$ cat config.mk
export PLATFORM = sky130hd
export DESIGN_NAME = err_signal_gate
export DESIGN_NICKNAME = d
export VERILOG_FILES = /design/src/rtl/esg_pkg.sv /design/src/rtl/esg_classify.sv /design/src/rtl/esg_msg_gate.sv /design/src/rtl/err_signal_gate.sv
export SDC_FILE = /design/constraint.sdc
export NUM_CORES = 1
export LEC_CHECK = 0
export ABC_CLOCK_PERIOD_IN_PS = 9120
export CORE_MARGIN = 3
export CORE_UTILIZATION = 39
export DETAILED_ROUTE_END_ITERATION = 12
export MAX_ROUTING_LAYER = met4
export PLACE_DENSITY = 0.95
export SYNTH_ARGS = -nofsm -noshare
export SYNTH_HDL_FRONTEND = slang
export SYNTH_SLANG_ARGS = --single-unit
$ cat constraint.sdc
create_clock -name clk -period 9.12 [get_ports clk]
set_input_delay 2.28 -clock clk [delete_from_list [all_inputs] [get_ports clk]]
set_output_delay 2.28 -clock clk [all_outputs]
set_load 0.01 [all_outputs]
$ cat src/rtl/esg_pkg.sv
package esg_pkg;

  typedef enum logic [1:0] {
    SEV_COR      = 2'd0,
    SEV_NONFATAL = 2'd1,
    SEV_FATAL    = 2'd2
  } esg_sev_e;

  typedef enum logic [1:0] {
    PATH_DROP = 2'd0,
    PATH_COR  = 2'd1,
    PATH_ADV  = 2'd2,
    PATH_UNC  = 2'd3
  } esg_path_e;

  // Correctable-class message permission.
  function automatic logic cor_msg_ok(input logic masked, input logic ur,
                                      input logic cor_en, input logic ur_en);
    return !masked && cor_en && (!ur || ur_en);
  endfunction

  // Uncorrectable-class message permission.
  function automatic logic unc_msg_ok(input logic masked, input logic fatal,
                                      input logic ur, input logic serr,
                                      input logic nf_en, input logic f_en,
                                      input logic ur_en);
    if (masked) return 1'b0;
    if (ur && !ur_en && !serr) return 1'b0;
    return serr || (fatal ? f_en : nf_en);
  endfunction

endpackage

$ cat src/rtl/esg_classify.sv
module esg_classify
  import esg_pkg::*;
#(
  parameter int W       = 16,
  parameter int ADV_BIT = 13
) (
  input  logic [W-1:0] status,
  input  logic         is_cor,
  input  logic         maybe_adv,
  input  logic [W-1:0] cor_mask,
  input  logic [W-1:0] unc_mask,
  input  logic [W-1:0] unc_sev,
  output esg_path_e    path,
  output logic         fatal,
  output logic         cor_masked,
  output logic         unc_masked,
  output logic [W-1:0] cor_bits,
  output logic [W-1:0] unc_bits,
  output logic         log_want
);
  localparam logic [W-1:0] ADV_ONEHOT = W'(1) << ADV_BIT;

  logic one_hot;

  assign one_hot    = (status != '0) && ((status & (status - W'(1))) == '0);
  assign fatal      = |(status & unc_sev);
  assign unc_masked = |(status & unc_mask);

  always_comb begin
    if (!one_hot)                path = PATH_DROP;
    else if (is_cor)             path = PATH_COR;
    else if (!fatal && maybe_adv) path = PATH_ADV;
    else                         path = PATH_UNC;
  end

  always_comb begin
    cor_bits   = '0;
    unc_bits   = '0;
    cor_masked = 1'b0;
    log_want   = 1'b0;
    unique case (path)
      PATH_COR: begin
        cor_bits   = status;
        cor_masked = |(status & cor_mask);
      end
      PATH_ADV: begin
        cor_bits   = ADV_ONEHOT;
        cor_masked = cor_mask[ADV_BIT];
        unc_bits   = cor_masked ? '0 : status;
        log_want   = !cor_masked && !unc_masked;
      end
      PATH_UNC: begin
        unc_bits = status;
        log_want = !unc_masked;
      end
      default: ;
    endcase
  end

endmodule

$ cat src/rtl/esg_msg_gate.sv
module esg_msg_gate
  import esg_pkg::*;
(
  input  esg_path_e path,
  input  logic      fatal,
  input  logic      cor_masked,
  input  logic      unc_masked,
  input  logic      is_ur,
  input  logic      en_cor,
  input  logic      en_nonfatal,
  input  logic      en_fatal,
  input  logic      en_ur,
  input  logic      en_serr,
  output logic      send,
  output esg_sev_e  sev
);
  always_comb begin
    send = 1'b0;
    sev  = SEV_COR;
    unique case (path)
      PATH_COR, PATH_ADV: begin
        send = cor_msg_ok(cor_masked, is_ur, en_cor, en_ur);
        sev  = SEV_COR;
      end
      PATH_UNC: begin
        send = unc_msg_ok(unc_masked, fatal, is_ur, en_serr,
                          en_nonfatal, en_fatal, en_ur);
        sev  = fatal ? SEV_FATAL : SEV_NONFATAL;
      end
      default: ;
    endcase
  end
endmodule

$ cat src/rtl/err_signal_gate.sv
module err_signal_gate
  import esg_pkg::*;
#(
  parameter int ERR_W   = 16,
  parameter int ADV_BIT = 13,
  parameter int HLO_BIT = 15
) (
  input  logic             clk,
  input  logic             rst_n,
  input  logic             in_valid,
  output logic             in_ready,
  input  logic [ERR_W-1:0] in_status,
  input  logic             in_is_cor,
  input  logic             in_maybe_adv,
  input  logic             in_is_ur,
  input  logic             en_cor,
  input  logic             en_nonfatal,
  input  logic             en_fatal,
  input  logic             en_ur,
  input  logic             en_serr,
  input  logic [ERR_W-1:0] cor_mask,
  input  logic [ERR_W-1:0] unc_mask,
  input  logic [ERR_W-1:0] unc_sev,
  input  logic             log_overflow,
  output logic             det_cor,
  output logic             det_nonfatal,
  output logic             det_fatal,
  output logic             det_ur,
  output logic [ERR_W-1:0] cor_set,
  output logic [ERR_W-1:0] unc_set,
  output logic             log_req,
  output logic             msg_valid,
  output logic [1:0]       msg_sev
);
  localparam logic [ERR_W-1:0] HLO_ONEHOT = ERR_W'(1) << HLO_BIT;

  // Named internal events for the checker.
  logic ovf_now;   // logger overflowed while a message went out
  logic take;      // an event is processed this cycle

  logic [ERR_W-1:0] s_status;
  logic             s_is_cor, s_adv, s_ur;

  esg_path_e        path;
  logic             fatal, cor_masked, unc_masked, log_want, send;
  logic [ERR_W-1:0] cor_bits, unc_bits;
  esg_sev_e         sev;

  assign ovf_now  = log_req && msg_valid && log_overflow;
  assign in_ready = !ovf_now;
  assign take     = rst_n && (ovf_now || in_valid);

  // Source select: the overflow event wins over the input.
  assign s_status = ovf_now ? HLO_ONEHOT : in_status;
  assign s_is_cor = ovf_now || in_is_cor;
  assign s_adv    = !ovf_now && in_maybe_adv;
  assign s_ur     = !ovf_now && in_is_ur;

  esg_classify #(.W(ERR_W), .ADV_BIT(ADV_BIT)) u_cls (
    .status    (s_status),
    .is_cor    (s_is_cor),
    .maybe_adv (s_adv),
    .cor_mask  (cor_mask),
    .unc_mask  (unc_mask),
    .unc_sev   (unc_sev),
    .path      (path),
    .fatal     (fatal),
    .cor_masked(cor_masked),
    .unc_masked(unc_masked),
    .cor_bits  (cor_bits),
    .unc_bits  (unc_bits),
    .log_want  (log_want)
  );

  esg_msg_gate u_gate (
    .path       (path),
    .fatal      (fatal),
    .cor_masked (cor_masked),
    .unc_masked (unc_masked),
    .is_ur      (s_ur),
    .en_cor     (en_cor),
    .en_nonfatal(en_nonfatal),
    .en_fatal   (en_fatal),
    .en_ur      (en_ur),
    .en_serr    (en_serr),
    .send       (send),
    .sev        (sev)
  );

  always_ff @(posedge clk) begin
    if (!rst_n || !take) begin
      det_cor      <= 1'b0;
      det_nonfatal <= 1'b0;
      det_fatal    <= 1'b0;
      det_ur       <= 1'b0;
      cor_set      <= '0;
      unc_set      <= '0;
      log_req      <= 1'b0;
      msg_valid    <= 1'b0;
      msg_sev      <= 2'd0;
    end else begin
      det_cor      <= (path == PATH_COR) || (path == PATH_ADV);
      det_nonfatal <= (path == PATH_UNC) && !fatal;
      det_fatal    <= (path == PATH_UNC) && fatal;
      det_ur       <= (path != PATH_DROP) && s_ur;
      cor_set      <= cor_bits;
      unc_set      <= unc_bits;
      log_req      <= log_want;
      msg_valid    <= send;
      msg_sev      <= send ? 2'(sev) : 2'd0;
    end
  end

endmodule

After elaboration in Yosys (flattened, before gate mapping)
Cells that the tools add are included.

word-level totals
  flip-flop bits (word level) = 40
  input bits = 76
  output and inout bits = 41
  word-level logic and storage cells = 79

cells by class
  add/sub/neg operators = 1
  equal/unequal tests = 3
  muxes and demuxes = 21
  bitwise gates (word level) = 6
  reduce and logical (&&, ||, !) cells = 39

operator list
  operator                 number
  $and A16 B16 Y16         4
  $pmux W16 S2             2
  $reduce_or A16 Y1        3
  $mux W16                 2
  $logic_not A16 Y1        1
  $reduce_bool A16 Y1      1
  $sub A16 B1 Y16 const B  1
  $logic_and A1 B1 Y1      15
  $mux W1                  11
  $logic_not A1 Y1         10
  $logic_or A1 B1 Y1       6
  $mux W2                  3
  $pmux W1 S2              3
  $eq A2 B2 Y1 const B     2
  $reduce_or A3 Y1         1
  $eq A2 B1 Y1 const B     1
  $not A1 Y1               2
  $reduce_bool A2 Y1       1
  $reduce_or A2 Y1         1

Longest topological paths before layout
  depth in word-level cells = 19
  gate-level depth with buffers = 14
  gate-level depth less buffers = 13

Cells and area by module
From an unflattened synthesis, not the netlist that was laid out.

second synthesis, totals
  cell total of the unflattened synthesis = 251
  area total of the unflattened synthesis = 2,235.9 um^2

by module, submodules not included
  module           times used  cells each  area an instance (um^2)  sequential area each (um^2)
  err_signal_gate  1           119         1,320.0                  800.8
  esg_classify     1           118         812.0                    0.0
  esg_msg_gate     1           14          103.8                    0.0

Worst setup path before layout
No wires, ideal clock.

  path type = in2out
  from = input log_overflow
  to = output in_ready
  arrival = 2,825 ps
  data required time = 6,840 ps
  setup slack = 4,015 ps
  stages on the path = 3
  path buffers = 1
  cell sequence = and3_1 > inv_2 > clkbuf_1

on the way
  word-level cells in the longest chain between the ends = 2

ends and longest elaborated chain
  element              line                   text
  from (decl)          err_signal_gate.sv:24  input logic log_overflow,
  $logic_and A1 B1 Y1  err_signal_gate.sv:49  assign ovf_now = log_req && msg_valid && log_overflow;
  $logic_not A1 Y1     err_signal_gate.sv:50  assign in_ready = !ovf_now;
  to (decl)            err_signal_gate.sv:11  output logic in_ready,

Every way passes these cells.

Final worst setup path
Ends and elaborated chain as after synthesis.

==> run summary <==
First-pass DRT Iterations = 5
Clock Tree Root = clkbuf_8
Total GRT Usage = 25.5%
Die Wd = 74.0 microns
DRT met1 WL = 2430 microns
IO Port Bufs = 116
cts repair resizes = 0
CORE AREA = 4410 sq um
Post-Syn Instances = 195
Top FF cell, synth = dfxtp_1
clock latency on the worst-skew pair = 0.29 ns
WL met2 = 3400 microns
clock skew = 0.00573 ns
crit path max fanout = 13
Max Clk Rate = 160 MHz
Avg Cell Area, Syn = 9.26 sq um
min Tclk post-route = 6.27 ns
register bit count reported by yosys = 40
die height = 74.0 microns
CP Capture Type = primary output
top cell type's share of synthesized area = 44.4%
RSZ-0062 raised after global routing = false
DR WL met3 = 841 microns
Post-Syn Nets = 275
FFs w/ async S/R, synth = 0%
Setup crit start kind = input port
Max-slew headroom = 42.6%
grt ovf = 0
Post-synth EDFFs = 0
post-detail-place hpwl = 5140 microns
Hold Vio Cnt, Final = 0
H-Tree Level Count = 2
Slew Limit Fails = 0
global placer's final weighted congestion = 0.958
Post-DP Area = 2970 sq um
diodes inserted = 0
die area = 5480 sq um
# nets final = 385
count leader, synth = dfxtp_1
Slew @ Worst Pin = 0.857 ns
synth top area cells = dfxtp_1 44%, and2_1 10%, a22oi_1 4.2%, a22o_1 2.9%, ha_1 2.8%
Hold Crit Class = reg -> reg
global-route wire length before repair = 10200 microns
Distinct cells, synth = 47
synth cell count leaders = 40 x dfxtp_1, 30 x and2_1, 13 x nor2_1
Leak = 1.17 nW
DRT iter0 DRCs = 250
post-route cell area = 3100 sq um
DRC = 0
Layout fillers = 326
area leader, netlist = dfxtp_1
WL/cell = 19.2 microns
yosys warns = 0
PwrDens = 125 nW/um^2
Setup TNS = 0 ns
worst vdd ir = 0.0695 mV
TritonCTS Sinks = 40
final antenna-violating net count = 0
Vias = 2101
Reg2Reg Depth = 10
final wirelength = 6860 microns
layout cells sized above 1 = 4.25%
starting density of the core = 40.9%
cts bufs inserted = 5
Data required, critical path = 6.84 ns
vias in the first global route = 2030
Rows = 24
vias per std cell = 5.87
Final period util = 68.7%
Worst Hold Depth = 2
WS Path Type = in -> out
outcome = completed
max_cap viols = 0
Clock Path Buffers = 2
max layer used = met4
Final setup viols = 0
initial antenna violation count = 0
CTS tree = yes
Clock Pin Slew Worst Setup and Hold Paths = 0.08 ns
I/O pins = 117
sequential share of the synthesized area = 44.4%
CP arrival = 3.99 ns
post-CTS setup buffers = 0
synthesized area = 1810 sq um
Area Overhead vs Synth = 71.4%
largest net degree at the start of global routing = 18
# hold bufs at CTS = 0
-- flip-flops by register name (all words and copies together), names as in the netlist --
| signal | count |
|---|---|
| cor_set | 16 |
| unc_set | 16 |
| msg_sev | 2 |
| det_cor | 1 |
| det_fatal | 1 |
| det_nonfatal | 1 |
| det_ur | 1 |
| log_req | 1 |
| msg_valid | 1 |
-- logic make-up (layout without fill, tap and decap cells) --
group	count (synthesis)	count (layout)	share of synthesized area [%]
buffers and inverters	17	128	4.02
adders and majority gates	4	4	2.77
AOI/OAI and AO/OA	56	56	23.5
DFF	40	40	44.4
muxes	1	1	0.554
and+or+nand+nor	77	77	24.8
-- metal layers --
metal | global-route usage (%) | vias up
li1 | - | 951
met1 | 29.9 | 952
met2 | 43.2 | 174
met3 | 4.73 | 24
met4 | 9.46 | 0
met5 | - | -
-- path summary, 6_finish.rpt --
kind / slack (ns) / startpoint / endpoint
worst min-delay path: 0.74 / log_req$_SDFF_PP0_ / cor_set[15]$_SDFF_PP0_
worst min register to register: 0.74 / log_req$_SDFF_PP0_ / cor_set[15]$_SDFF_PP0_
worst max-delay path: 2.85 / log_overflow / in_ready
worst max register to register: 5.60 / msg_valid$_SDFF_PP0_ / cor_set[10]$_SDFF_PP0_
-- report_power, final --
part | switching [W] | internal [W] | total (W)
Clock | 0.0000629 | 0.0000895 | 0.000152
Sequential | 0.0000000000270 | 0.000174 | 0.000174
Combinational | 0.0000229 | 0.0000368 | 0.0000598
Total | 0.0000859 | 0.000301 | 0.000387
-- worst max-delay path, stage by stage --
cell and delay, ns:
clkdlybuf4s50_1 0.48, and3_1 0.48, inv_2 0.22, clkdlybuf4s50_1 0.53
-- per-stage QoR --
| step | std cells | hold slack [ns] | setup slack, ns | power, W | util (%) |
|---|---|---|---|---|---|
| floorplan | 195 | 0.733 | 4.02 | 0.000196 | - |
| global placement | 350 | 0.716 | 2.96 | 0.000236 | 67.4 |
| detailed placement | 350 | 0.712 | 2.95 | 0.000237 | 67.4 |
| CTS | 358 | 0.733 | 2.92 | 0.000386 | 70.1 |
| global route | 358 | 0.767 | 2.81 | 0.000398 | 70.1 |
| finish | 358 | 0.742 | 2.85 | 0.000387 | 70.1 |
-- layout make-up --
class | instances | area (sq um) | area share (%)
clock inverters | 2 | 38.8 | 1.25
flip-flops and latches | 40 | 801 | 25.9
clock buffers | 6 | 82.6 | 2.67
multi-input cells | 138 | 932 | 30.1
inverters | 4 | 15.0 | 0.485
repair buffers | 116 | 1160 | 37.5
well taps | 52 | 65.1 | 2.10
-- cells in the final DEF (no fill, tap or decap), types with 4 or more instances in the layout --
master and count:
ha_1 4, nand3_1 5, a21oi_1 7, dfxtp_1 40
and3_1 4, a22o_1 6, nand2_1 7, a221oi_1 5
and2_1 30, nor2_1 13, clkdlybuf4s50_1 116, clkbuf_8 6
a22oi_1 10, a31oi_1 4
No activity file was read; power rests on OpenSTA's default activity.
